<file path="src/rtl/pport_pkg.sv">
package pport_pkg;
    parameter int AW = 11;
    parameter int DW = 8;
    parameter int MW = 3;

    localparam logic [AW-1:0] OFS_DATA = 11'h000;
    localparam logic [AW-1:0] OFS_STAT = 11'h001;
    localparam logic [AW-1:0] OFS_CTRL = 11'h002;
    localparam logic [AW-1:0] OFS_EXT0 = 11'h400;
    localparam logic [AW-1:0] OFS_EXT1 = 11'h401;
    localparam logic [AW-1:0] OFS_ECR  = 11'h402;

    typedef enum logic [MW-1:0] {
        MODE_SPP   = 3'b000,
        MODE_BIDIR = 3'b001,
        MODE_DFIFO = 3'b010,
        MODE_ECP   = 3'b011,
        MODE_EPP   = 3'b100,
        MODE_RSVD  = 3'b101,
        MODE_TEST  = 3'b110,
        MODE_CFG   = 3'b111
    } mode_t;

    typedef enum logic [3:0] {
        SEL_NONE,
        SEL_DATA,
        SEL_AFIFO,
        SEL_DFIFO,
        SEL_STAT,
        SEL_CTRL,
        SEL_CFGA,
        SEL_CFGB,
        SEL_ECR
    } sel_t;
endpackage

</file>
<file path="src/rtl/pport_decode.sv">
module pport_decode
    import pport_pkg::*;
(
    input  logic [AW-1:0] addr_ofs,
    input  mode_t         mode,
    output sel_t          sel
);
    always_comb begin
        sel = SEL_NONE;
        if (addr_ofs == OFS_STAT) begin
            sel = SEL_STAT;
        end else if (addr_ofs == OFS_CTRL) begin
            sel = SEL_CTRL;
        end else if (addr_ofs == OFS_ECR) begin
            sel = SEL_ECR;
        end else if (addr_ofs == OFS_DATA) begin
            unique case (mode)
                MODE_SPP, MODE_BIDIR: sel = SEL_DATA;
                MODE_ECP:             sel = SEL_AFIFO;
                default:              sel = SEL_NONE;
            endcase
        end else if (addr_ofs == OFS_EXT0) begin
            unique case (mode)
                MODE_DFIFO, MODE_ECP, MODE_TEST: sel = SEL_DFIFO;
                MODE_CFG:                        sel = SEL_CFGA;
                default:                         sel = SEL_NONE;
            endcase
        end else if (addr_ofs == OFS_EXT1 && mode == MODE_CFG) begin
            sel = SEL_CFGB;
        end
    end
endmodule

</file>
<file path="src/rtl/pport_regs.sv">
module pport_regs
    import pport_pkg::*;
#(
    parameter int DIR_BIT = 5
) (
    input  logic          clk,
    input  logic          rst_n,
    input  logic          wr_acc,
    input  sel_t          sel,
    input  logic [DW-1:0] wdata,
    output mode_t         mode_q,
    output logic [DW-1:0] data_q,
    output logic [DW-1:0] stat_q,
    output logic [DW-1:0] ctrl_q,
    output logic [DW-MW-1:0] ecr_lo_q,
    output logic [DW-1:0] cfgb_q,
    output logic          push_q,
    output logic          push_tag_q,
    output logic [DW-1:0] push_data_q
);
    logic fwd;
    logic push_d;
    logic tag_d;

    assign fwd = ~ctrl_q[DIR_BIT];

    // mode state register: LOAD_MODE on an accepted extended control write
    always_ff @(posedge clk) begin
        if (!rst_n) begin
            mode_q   <= MODE_SPP;
            ecr_lo_q <= '0;
        end else if (wr_acc && sel == SEL_ECR) begin
            mode_q   <= mode_t'(wdata[DW-1:DW-MW]);
            ecr_lo_q <= wdata[DW-MW-1:0];
        end
    end

    always_comb begin
        push_d = 1'b0;
        tag_d  = 1'b0;
        if (wr_acc && fwd) begin
            unique case (sel)
                SEL_AFIFO: begin push_d = 1'b1; tag_d = 1'b1; end
                SEL_DFIFO: begin push_d = 1'b1; tag_d = 1'b0; end
                default:   begin push_d = 1'b0; tag_d = 1'b0; end
            endcase
        end
    end

    always_ff @(posedge clk) begin
        if (!rst_n) begin
            data_q      <= '0;
            stat_q      <= '0;
            ctrl_q      <= '0;
            cfgb_q      <= '0;
            push_q      <= 1'b0;
            push_tag_q  <= 1'b0;
            push_data_q <= '0;
        end else begin
            push_q <= push_d;
            if (push_d) begin
                push_tag_q  <= tag_d;
                push_data_q <= wdata;
            end
            if (wr_acc) begin
                unique case (sel)
                    SEL_DATA: data_q <= wdata;
                    SEL_STAT: stat_q <= wdata;
                    SEL_CTRL: ctrl_q <= wdata;
                    SEL_CFGB: cfgb_q <= wdata;
                    default:  ;
                endcase
            end
        end
    end
endmodule

</file>
<file path="src/rtl/pport_regdec.sv">
module pport_regdec
    import pport_pkg::*;
#(
    parameter logic [7:0] CFGA_VALUE = 8'h10,
    parameter int         DIR_BIT    = 5
) (
    input  logic          clk,
    input  logic          rst_n,
    input  logic [AW-1:0] addr_ofs,
    input  logic          rd_en,
    input  logic          wr_en,
    input  logic          aen,
    input  logic [DW-1:0] host_wdata,
    output logic [DW-1:0] host_rdata,
    input  logic [DW-1:0] pin_in,
    output logic [DW-1:0] pin_out,
    output logic [DW-1:0] fifo_wdata,
    output logic          fifo_tag,
    output logic          fifo_push,
    output logic [MW-1:0] mode_out
);
    mode_t            mode_q;
    sel_t             sel;
    logic [DW-1:0]    data_q, stat_q, ctrl_q, cfgb_q;
    logic [DW-MW-1:0] ecr_lo_q;
    logic             wr_acc;
    logic             rd_acc;

    assign wr_acc = wr_en & ~aen;
    assign rd_acc = rd_en & ~aen;

    pport_decode u_dec (
        .addr_ofs (addr_ofs),
        .mode     (mode_q),
        .sel      (sel)
    );

    pport_regs #(.DIR_BIT(DIR_BIT)) u_regs (
        .clk         (clk),
        .rst_n       (rst_n),
        .wr_acc      (wr_acc),
        .sel         (sel),
        .wdata       (host_wdata),
        .mode_q      (mode_q),
        .data_q      (data_q),
        .stat_q      (stat_q),
        .ctrl_q      (ctrl_q),
        .ecr_lo_q    (ecr_lo_q),
        .cfgb_q      (cfgb_q),
        .push_q      (fifo_push),
        .push_tag_q  (fifo_tag),
        .push_data_q (fifo_wdata)
    );

    // output process: read mux and pin drive
    always_comb begin
        host_rdata = '0;
        if (rd_acc) begin
            unique case (sel)
                SEL_DATA: host_rdata = pin_in;
                SEL_STAT: host_rdata = stat_q;
                SEL_CTRL: host_rdata = ctrl_q;
                SEL_ECR:  host_rdata = {mode_q, ecr_lo_q};
                SEL_CFGA: host_rdata = CFGA_VALUE;
                SEL_CFGB: host_rdata = cfgb_q;
                default:  host_rdata = '0;
            endcase
        end
    end

    assign pin_out  = data_q;
    assign mode_out = mode_q;
endmodule

</file>
<file path="config.mk">
export PLATFORM = sky130hd
export DESIGN_NAME = pport_regdec
export DESIGN_NICKNAME = d
export VERILOG_FILES = /design/src/rtl/pport_pkg.sv /design/src/rtl/pport_decode.sv /design/src/rtl/pport_regs.sv /design/src/rtl/pport_regdec.sv
export SDC_FILE = /design/constraint.sdc
export NUM_CORES = 1
export LEC_CHECK = 0
export BUFFER_PORTS_ARGS = -buffer_cell sky130_fd_sc_hd__buf_4
export CORE_MARGIN = 8
export CORE_UTILIZATION = 40
export DETAILED_ROUTE_END_ITERATION = 7
export GPL_ROUTABILITY_DRIVEN = 0
export PLACE_DENSITY = 0.69
export SYNTH_ARGS = -nofsm -noshare
export SYNTH_HDL_FRONTEND = slang
export SYNTH_SLANG_ARGS = --single-unit
</file>
<file path="constraint.sdc">
create_clock -name clk -period 2.8 [get_ports clk]
set_input_delay 0.56 -clock clk [delete_from_list [all_inputs] [get_ports clk]]
set_output_delay 0.56 -clock clk [all_outputs]
set_load 0.1 [all_outputs]
</file>
==> key figures, run 1 <==
Timing
  • Least-Margin Pin Slew: 0.597 ns
  • Final setup violation count: 0
  • Slew Limit Fails: 0
  • Setup total negative slack: 0 ns
  • Final hold violations: 0
  • Clk_skew: 0.00366 ns
  • Worst hold slack: 0.458 ns
  • Max Clock Freq: between 300 and 400 MHz
  • Final WS setup: 0.0727 ns
  • RSZ-0062 raised after global routing: true
  • Tmin final: approximately 2.7 ns
  • Slew Limit Headroom: 0.601
  • Fin crit share: 0.974

Yosys
  • Simple-gate share of the synthesized area: 0.224
  • Mapped Area: approximately 2500 um^2
  • FFs w/ async S/R, synth: 0
  • Predominant post-synthesis flop cell: dfxtp_1
  • Adder-cell area share of the yosys netlist: 0
  • Synth Area in Compound Gates: 0.169
  • Netlist cell types: 45
  • YS warnings: 0
  • Flops & latches, synth: 50
  • Syn_area_per_cell: roughly 8.7 um^2
  • Post-synthesis mux area share: 0.152
  • Cells after Synth: 288
  • Post-synth EDFFs: 0
  • Largest family of logic cells by synthesized area: simple AND/OR/NAND/NOR gates
  • Seq/Total Area, Yosys: 0.400
  • Syn nets: 320
  • Post-synthesis xor/xnor area fraction: 0.00350

GRT
  • Vias in the first global route: approximately 2400
  • Largest net degree at the start of global routing: 43
  • First-pass GRT wire length: around 12 mm
  • Gr ovfl total: 0
  • Initial antenna violation count: 0
  • Total track usage: 0.163

Finish
  • Final core occ: 0.589
  • Fin nets: 403
  • Commonest cells after routing, fill and taps aside: buf_4 (84), dfxtp_1 (47), mux2i_1 (38)
  • Register area: 1010 um^2
  • Commonest non-fill, non-tap cell in the layout: buf_4
  • Layout cell share with drive strength beyond 1: 0.374
  • Synthesis-to-finish area growth: 45.9%
  • # fillers: 555
  • Antenna Cells: 0
  • Area of the multi-input gates: 1580 um^2

Min path
  • Hold Path Class: reg2reg

Route
  • First-pass iteration count of the detailed router: 4
  • DR WL/cell: 16.3 um
  • Total Wirelength: 7.33 mm
  • Post-DRT Antenna Nets: 0
  • Initial DRC count: 175
  • DRC: 0
  • Via density: 5.37
  • Vias: 2411

Power
  • Peak supply drop: 0.275 mV
  • Switching share of power: 0.232
  • Power consumption: 1.34 mW
  • Static Leak: 1.52 nW
  • Cell-internal power: 1.03 mW
  • Share of power burned in registers: 0.528
  • Power Dens Cells: between 300 and 400 nW/um^2
  • Clock share of power: 0.378
  • Combinational share of power: 0.094
  • Sw Pwr: 0.310 mW

Floorplan
  • Die Ht: around 95 um
  • Die ar.: 9050 um^2
  • Initial Utilization: 0.404
  • Top Ports: between 60 and 70
  • Die width: 95.1 um
  • Placeable Area: 6200 um^2
  • Cell Rows: 29

Setup path
  • WP data arrival: around 2.2 ns
  • Critical path cell sequence: buf_4 -> nor4_4 -> buf_4 -> nand2_2 -> a211o_4 -> buf_6 -> a21boi_4 -> buf_4 -> a211oi_4 -> buf_12
  • CP Capture Type: primary output
  • CP Data Required Time: about 2.2 ns
  • Worst Path Max Fanout: 3
  • CP max-delay cell: nor4_4
  • Top delay family on crit path: buffers and inverters
  • Startpoint types: input port
  • Slowest stage delay, CP: around 0.28 ns
  • WP buf/inv: 5
  • Most frequent CP cell: buf_4
  • Setup CP Type: in2out

Job
  • Max-cap violations: 0

CTS
  • Clock tree sinks: 50
  • Cts bufs inserted: 5
  • H-tree depth: 2
  • Clock transition at the registers of the reported paths: 0.09 ns
  • Clock latency at the later pin of the worst-skew pair: 0.30 ns
  • Clock Tree Root: clkbuf_8
  • Clock buffer depth: 2
  • CTS tree: yes

Placed design
  • Post-DP HPWL: 5.11 mm
  • # port buffers: 60
  • Post-Place Worst Slack: -0.0619 ns

Run status
  • Run status: finished, final reports clean
==> routing by layer <==
layer  up-vias  GRT usage  routed length, um
li1       1192          -                  -
met1      1131      0.208               3090
met5         -          0                  0
met2        80      0.268               3470
met4         0     0.0403                 87
met3         8     0.0425                678
==> cells in the mapped netlist (2+ instances only) <==
| cell | n | share of area |
|---|---|---|
| a211oi_1 | 8 | 0.024 |
| a21oi_1 | 18 | 0.036 |
| a22oi_1 | 7 | 0.021 |
| and2_1 | 2 | 0.0050 |
| and3_1 | 2 | 0.0050 |
| buf_2 | 3 | 0.0060 |
| buf_4 | 3 | 0.0090 |
| buf_6 | 3 | 0.013 |
| clkbuf_1 | 12 | 0.018 |
| dfxtp_1 | 50 | 0.40 |
| inv_1 | 2 | 0.0030 |
| mux2i_1 | 38 | 0.15 |
| nand2_1 | 33 | 0.049 |
| nand2b_1 | 5 | 0.012 |
| nand3_1 | 18 | 0.036 |
| nand4_1 | 10 | 0.025 |
| nor2_1 | 29 | 0.043 |
| nor4_4 | 2 | 0.017 |
| o21ai_0 | 17 | 0.034 |
==> power groups by stage <==
| stage | clock network, mW | registers [mW] | logic [mW] |
|---|---|---|---|
| after floorplan | 0 | 0.724 | 0.0521 |
| after global placement | 0 | 0.724 | 0.118 |
| after detailed placement | 0 | 0.724 | 0.119 |
| after CTS | 0.514 | 0.708 | 0.120 |
| after global routing | 0.544 | 0.708 | 0.135 |
| final | 0.506 | 0.707 | 0.125 |
==> registers in the layout, summed over array words and instances (netlist names) <==
| register | count |
|---|---|
| u_regs.stat_q | 8 |
| u_regs.push_q | 1 |
| u_regs.data_q | 8 |
| u_regs.ecr_lo_q | 5 |
| u_regs.cfgb_q | 8 |
| u_regs.push_tag_q | 1 |
| u_regs.push_data_q | 8 |
| u_regs.mode_q | 3 |
| u_regs.ctrl_q | 8 |
==> logic make-up after synthesis <==
| kind of cell | Yosys count |
|---|---|
| compound gates | 63 |
| xor+xnor | 1 |
| buf+inv | 25 |
| flops | 50 |
| mux | 38 |
| simple gates | 111 |
==> timing repair <==
action / in CTS / in global routing
hold buffers: 0 / 0
resized for setup: 15 / 22
gates cloned: 0 / 1
setup buffers: 5 / 6
endpoints found under the setup margin: 8 / 8
pin swaps: 7 / 13
==> worst reg2reg max path: stages, from the launching register on <==
cell,delay (ns)
dfxtp_4,0.37
nor3b_1,0.14
o32ai_2,0.32
o311a_4,0.25
buf_8,0.13
buf_4,0.11
buf_4,0.09
and3_1,0.47
mux2i_1,0.25
==> cell type report <==
| class | count | share of cell area |
|---|---|---|
| Sequential cell | 50 | 0.277 |
| Tap cell | 77 | 0.0264 |
| Timing Repair Buffer | 97 | 0.232 |
| Clock buffer | 7 | 0.0209 |
| Inverter | 3 | 0.00308 |
| Clock inverter | 1 | 0.00822 |
| Multi-Input combinational cell | 214 | 0.433 |
==> worst paths after layout <==
check                   startpoint          endpoint  slack, ns  cells past startpoint
setup reg to reg  u_regs.mode_q[0]  u_regs.data_q[7]       0.62                      8
hold / removal    u_regs.data_q[5]  u_regs.data_q[5]       0.46                      2
setup / recovery       addr_ofs[8]     host_rdata[7]       0.07                     10
hold reg to reg   u_regs.data_q[5]  u_regs.data_q[5]       0.46                      2
==> metrics by stage <==
stage,std cells,instance area (um^2)
floorplan,288,2680
global placement,429,3290
detailed placement,429,3290
CTS,442,3500
global route,449,3650
finish,449,3650
No activity file was read; power rests on OpenSTA's default activity.
==> run 2: changes to the inputs <==
--- a/config.mk
+++ b/config.mk
@@ -6,11 +6,14 @@
 export NUM_CORES = 1
 export LEC_CHECK = 0
 export BUFFER_PORTS_ARGS = -buffer_cell sky130_fd_sc_hd__buf_4
+export CELL_PAD_IN_SITES_DETAIL_PLACEMENT = 1
+export CELL_PAD_IN_SITES_GLOBAL_PLACEMENT = 1
 export CORE_MARGIN = 8
-export CORE_UTILIZATION = 40
+export CORE_UTILIZATION = 39
+export CTS_CLUSTER_SIZE = 8
 export DETAILED_ROUTE_END_ITERATION = 7
 export GPL_ROUTABILITY_DRIVEN = 0
-export PLACE_DENSITY = 0.69
+export PLACE_DENSITY = 0.85
 export SYNTH_ARGS = -nofsm -noshare
 export SYNTH_HDL_FRONTEND = slang
 export SYNTH_SLANG_ARGS = --single-unit
==> key figures, run 2 (synthesis results as in run 1) <==
Placed design
  • Post-DP HPWL: around 6.3 mm
  • Post-Place Worst Slack: -0.0541 ns
  • Cells after DPL: 432
  • DP Area: approximately 3300 um^2
  • # port buffers: 60

Min path
  • Hold Path Class: reg2reg
  • Hold Path Cell Cnt: 2

Finish
  • Fin nets: 401
  • Layout cell share with drive strength beyond 1: 0.354
  • Synthesis-to-finish area growth: 43.8%
  • Non-Filler Instances: 447
  • Post-route cell area: 3600 um^2
  • # fillers: 718
  • Antenna Cells: 0
  • Final core occ: 0.574
  • Commonest non-fill, non-tap cell in the layout: buf_4
  • Commonest cells after routing, fill and taps aside: buf_4 (85), dfxtp_1 (47), mux2i_1 (38)

Power
  • Peak supply drop: roughly 0.34 mV
  • Power Dens Cells: 378 nW/um^2
  • Static Leak: 1.50 nW
  • Power consumption: 1.36 mW

Timing
  • Final WS setup: -0.0584 ns
  • Slew Limit Headroom: 0.588
  • Clk_skew: 0.00954 ns
  • Tmin final: between 2 and 3 ns
  • Final hold violations: 0
  • RSZ-0062 raised after global routing: true
  • Fin crit share: 1.02
  • Max Clock Freq: 350 MHz
  • Final setup violation count: 5
  • Slew Limit Fails: 0
  • Least-Margin Pin Slew: 0.616 ns

Setup path
  • Critical path cell sequence: buf_4 -> buf_12 -> nor3b_2 -> buf_4 -> nand2_1 -> o21ai_0 -> a22oi_1 -> a211oi_4 -> buf_12
  • R2r endpoint: u_regs.data_q[0]
  • Slowest stage delay, CP: around 0.35 ns
  • Startpoint types: input port
  • CP Data Required Time: 2.24 ns
  • WP data arrival: 2.30 ns
  • Worst Path Max Fanout: 8
  • CP Capture Type: primary output
  • Critical R2R Launch: u_regs.mode_q[1]
  • Worst Setup SP: addr_ofs[10]
  • CP endpoint: host_rdata[1]
  • R2R Setup Slk: 0.61 ns
  • Setup CP Type: in2out
  • Depth of the most critical reg-to-reg path: 8
  • CP max-delay cell: a211oi_4

GRT
  • Vias in the first global route: 2729
  • Initial antenna violation count: 0
  • Largest net degree at the start of global routing: 18
  • Gr ovfl total: 0
  • First-pass GRT wire length: 13.7 mm
  • Total track usage: 0.190

Route
  • DR WL/cell: 21.3 um
  • Via density: 5.72
  • DRC: 0
  • Post-DRT Antenna Nets: 0
  • First-pass iteration count of the detailed router: 4
  • Vias: ~2600
  • Initial DRC count: 160
  • Total Wirelength: 9.53 mm

CTS
  • CTS tree: yes
  • Cts bufs inserted: 5
  • Cts hold-fix bufs: 0
  • Clock Tree Root: clkbuf_8
  • Clock tree sinks: 50
  • Clock transition at the registers of the reported paths: 0.09 ns
  • Clock latency at the later pin of the worst-skew pair: 0.32 ns
  • H-tree depth: 2
  • Clock buffer depth: 2

Floorplan
  • Die Ht: 96.1 um
  • Cell Rows: 29
  • Top Ports: 61
  • Die ar.: between 9000 and 10000 um^2
  • Initial Utilization: 0.399
  • Placeable Area: around 6300 um^2
  • Die width: 96.1 um

Job
  • Max-cap violations: 0

Run status
  • Failing checks: setup timing
  • Run status: complete, but fails checks
-- run 2: cell count changes in the layout (fill, tap and decap cells not counted), moves of 2 or more --
cell and change:
buf_6 -3, a22oi_2 -3, a22oi_1 +3, buf_12 +3
buf_8 -2
-- run 2: stage by stage --
stage	hold slack, ns	setup TNS [ns]
after floorplan	0.432	-2.04
after global placement	0.442	-0.142
after detailed placement	0.449	-0.377
after CTS	0.465	0
after global routing	0.495	-0.944
final	0.470	-0.137
-- run 2: how the worst min path moves through the flow --
| stage | start | end | slack (ns) |
|---|---|---|---|
| final | u_regs.data_q[5] | u_regs.data_q[5] | 0.47 |
| after global routing | u_regs.data_q[4] | u_regs.data_q[4] | 0.50 |
| after CTS | u_regs.cfgb_q[2] | u_regs.cfgb_q[2] | 0.46 |
| after detailed placement | u_regs.cfgb_q[0] | u_regs.cfgb_q[0] | 0.45 |
| after global placement | u_regs.cfgb_q[3] | u_regs.cfgb_q[3] | 0.44 |
| after floorplan | u_regs.cfgb_q[4] | u_regs.cfgb_q[4] | 0.43 |
-- run 2: area by class of cell --
cell class	count	area [um^2]	share of cell area
Clock buffer	7	76.3	0.0212
Clock inverter	1	30.0	0.00834
Inverter	3	11.3	0.00313
Multi-Input combinational cell	213	1530	0.424
Sequential cell	50	1010	0.281
Tap cell	77	96.3	0.0268
Timing Repair Buffer	96	850	0.236
-- run 2: routing by layer --
layer / global-route usage / routed length (um) / vias up
li1: - / - / 1180
met1: 0.219 / 3950 / 1267
met2: 0.329 / 4750 / 92
met3: 0.0499 / 609 / 20
met4: 0.0717 / 233 / 0
met5: 0 / 0 / -
-- run 2: what timing repair did --
item,4_1_cts,5_1_grt
buffers inserted,0,7
resized for setup,10,17
endpoints found under the setup margin,8,8
endpoints found under the hold margin,0,0
pin swaps,0,12
-- run 2: power by group --
part           leakage [nW]  switching (mW)  internal [mW]
sequential            0.405       0.0000365          0.708
combinational          1.04          0.0777         0.0569
clock                0.0524           0.251          0.268
total                  1.50           0.329           1.03
-- run 2: critical path, delay by kind of cell --
family / cells / cell delay (ns)
AOI/OAI and AO/OA: 3 / 0.75
buffers and inverters: 4 / 0.69
and+or+nand+nor: 2 / 0.29
==> run 3: changes to the inputs <==
--- a/config.mk
+++ b/config.mk
@@ -5,15 +5,14 @@
 export SDC_FILE = /design/constraint.sdc
 export NUM_CORES = 1
 export LEC_CHECK = 0
+export ABC_AREA = 1
 export BUFFER_PORTS_ARGS = -buffer_cell sky130_fd_sc_hd__buf_4
-export CELL_PAD_IN_SITES_DETAIL_PLACEMENT = 1
-export CELL_PAD_IN_SITES_GLOBAL_PLACEMENT = 1
 export CORE_MARGIN = 8
-export CORE_UTILIZATION = 39
+export CORE_UTILIZATION = 30
 export CTS_CLUSTER_SIZE = 8
 export DETAILED_ROUTE_END_ITERATION = 7
 export GPL_ROUTABILITY_DRIVEN = 0
-export PLACE_DENSITY = 0.85
+export PLACE_DENSITY = 0.56
 export SYNTH_ARGS = -nofsm -noshare
 export SYNTH_HDL_FRONTEND = slang
 export SYNTH_SLANG_ARGS = --single-unit
==> key figures, run 3 <==
CTS
  • Setup Buffers After CTS: 0
  • Clock latency at the later pin of the worst-skew pair: just over 0.3 ns
  • Clock transition at the registers of the reported paths: roughly 0.090 ns
  • Clock Tree Root: clkbuf_8
  • CTS tree: yes
  • Clock tree sinks: 50
  • Cts bufs inserted: 5
  • Clock buffer depth: 2
  • H-tree depth: 2

Timing
  • Clk_skew: 0.00207 ns
  • Slew Limit Headroom: 0.633
  • Tmin final: 2.68 ns
  • Final hold violations: 0
  • Fin crit share: 0.956
  • RSZ-0062 raised after global routing: true
  • Worst hold slack: 0.446 ns
  • Least-Margin Pin Slew: roughly 0.55 ns
  • Slew Limit Fails: 0
  • Max Clock Freq: 374 MHz
  • Final setup violation count: 0

Finish
  • Fin nets: 441
  • # fillers: 853
  • Antenna Cells: 0
  • Commonest non-fill, non-tap cell in the layout: buf_4
  • Layout cell share with drive strength beyond 1: 0.307
  • Synthesis-to-finish area growth: 32.7%
  • Commonest cells after routing, fill and taps aside: buf_4 (67), inv_1 (51), dfxtp_1 (47)
  • Non-Filler Instances: 512

Power
  • Power Dens Cells: 391 nW/um^2
  • Power consumption: 1.25 mW
  • Static Leak: roughly 1.3 nW
  • Peak supply drop: 0.187 mV

Floorplan
  • Die Ht: 106 um
  • Die width: 106 um
  • Top Ports: 61
  • Placeable Area: a little under 8000 um^2
  • Cell Rows: 32
  • Die ar.: 11200 um^2
  • Initial Utilization: 0.312

Yosys
  • Yosys top cell by area: dfxtp_1
  • FFs w/ async S/R, synth: 0
  • Mapped Area: 2420 um^2
  • Synth cell count leaders: inv_1 (51), dfxtp_1 (50), a21oi_1 (46), nand2_1 (46), nor2_1 (31)
  • Syn_area_per_cell: 7.04 um^2
  • Seq/Total Area, Yosys: 0.413
  • YS warnings: 0
  • Netlist cell types: 26
  • Cells after Synth: 344
  • Top-count cell post-synth: inv_1
  • Flops & latches, synth: 50
  • Predominant post-synthesis flop cell: dfxtp_1
  • Syn nets: roughly 380
  • Post-synth EDFFs: 0
  • Post-synth top area share: 0.413
  • Synth top area cells: dfxtp_1 (41%), a21oi_1 (9.5%), inv_1 (7.9%), nand2_1 (7.1%), o21ai_0 (6.2%)

Setup path
  • Worst Path Max Fanout: 8
  • Setup CP Type: in2out
  • WP data arrival: 2.12 ns
  • R2R Setup Slk: ~0.93 ns
  • R2r endpoint: u_regs.push_data_q[3]
  • Depth of the most critical reg-to-reg path: 12
  • Startpoint types: input port
  • CP Capture Type: primary output
  • Critical R2R Launch: u_regs.mode_q[2]
  • CP Data Required Time: 2.24 ns

Route
  • DRC: 0
  • Initial DRC count: 124
  • Total Wirelength: 7.35 mm
  • First-pass iteration count of the detailed router: 4
  • DR WL/cell: between 10 and 15 um
  • Post-DRT Antenna Nets: 0
  • Vias: about 2400
  • Via density: between 4 and 5

Min path
  • Min-delay src: u_regs.cfgb_q[3]
  • Hold endpoint: u_regs.cfgb_q[3]
  • Hold Path Class: reg2reg
  • Hold Path Cell Cnt: 2

Placed design
  • Post-DP HPWL: 5.67 mm
  • # port buffers: 60
  • Cells after DPL: 504

GRT
  • Vias in the first global route: around 2300
  • First-pass GRT wire length: 11.8 mm
  • Initial antenna violation count: 0
  • Total track usage: 0.132
  • Gr ovfl total: 0
  • Largest net degree at the start of global routing: 37

Job
  • Max-cap violations: 0

Run status
  • Run status: finished, final reports clean
[run 3: how the worst max path moves through the flow]
stage,cells past startpoint,from,to
after global routing,16,addr_ofs[7],host_rdata[4]
after floorplan,9,addr_ofs[7],host_rdata[2]
final,10,addr_ofs[7],host_rdata[1]
after detailed placement,16,addr_ofs[7],host_rdata[4]
after CTS,16,addr_ofs[7],host_rdata[4]
after global placement,11,addr_ofs[7],host_rdata[1]
[run 3: power by group]
part / internal, mW / switching, mW / leakage (nW)
clock network: 0.205 / 0.246 / 0.0489
registers: 0.710 / 0.0000685 / 0.404
logic: 0.0396 / 0.0546 / 0.866
total: 0.955 / 0.300 / 1.32
[run 3: what timing repair did]
| action | in CTS | in global routing |
|---|---|---|
| resized for setup | 0 | 4 |
| endpoints found under the setup margin | 0 | 3 |
| hold buffers | 0 | 0 |
[run 3: worst max-delay path: stages]
cell and delay, ns:
buf_4 0.11, nor2_2 0.11, nand2_2 0.11, nor2_4 0.14
nand2_1 0.21, buf_4 0.22, o22ai_1 0.15, a211oi_1 0.09
nor2_4 0.11, buf_4 0.30
[run 3: cells by family (layout without fill, tap and decap cells)]
group / count (synthesis) / after routing / share of synthesized area
and+or+nand+nor: 131 / 131 / 0.267
AOI/OAI and AO/OA: 96 / 96 / 0.212
buffers and inverters: 67 / 133 / 0.108
DFF: 50 / 50 / 0.413
[run 3: per-layer routing]
layer | GRT usage | vias up | part of all wire
met4 | 0.0482 | 0 | 0.017
met1 | 0.166 | 1090 | 0.46
met2 | 0.214 | 67 | 0.46
met3 | 0.0292 | 8 | 0.058
met5 | 0 | - | 0
li1 | - | 1242 | -
[run 3: through the flow]
| step | utilization | setup WS (ns) | setup TNS (ns) | cell area (um^2) |
|---|---|---|---|---|
| finish | 0.413 | 0.123 | 0 | 3210 |
| global route | 0.413 | -0.0289 | -0.0289 | 3210 |
| CTS | 0.412 | 0.0827 | 0 | 3200 |
| detailed placement | 0.400 | 0.0873 | 0 | 3110 |
| global placement | 0.400 | 0.0762 | 0 | 3110 |
| floorplan | - | 0.0530 | 0 | 2490 |
[run 3: cell type report]
class                      instances  area [um^2]  area share
timing repair buffer              70          549       0.171
tap                              102          128      0.0397
clock buffer                       7         86.3      0.0269
inverter                          55          206      0.0643
multi-input combinational        227         1230       0.383
sequential                        50         1000       0.313
clock inverter                     1         8.76     0.00273
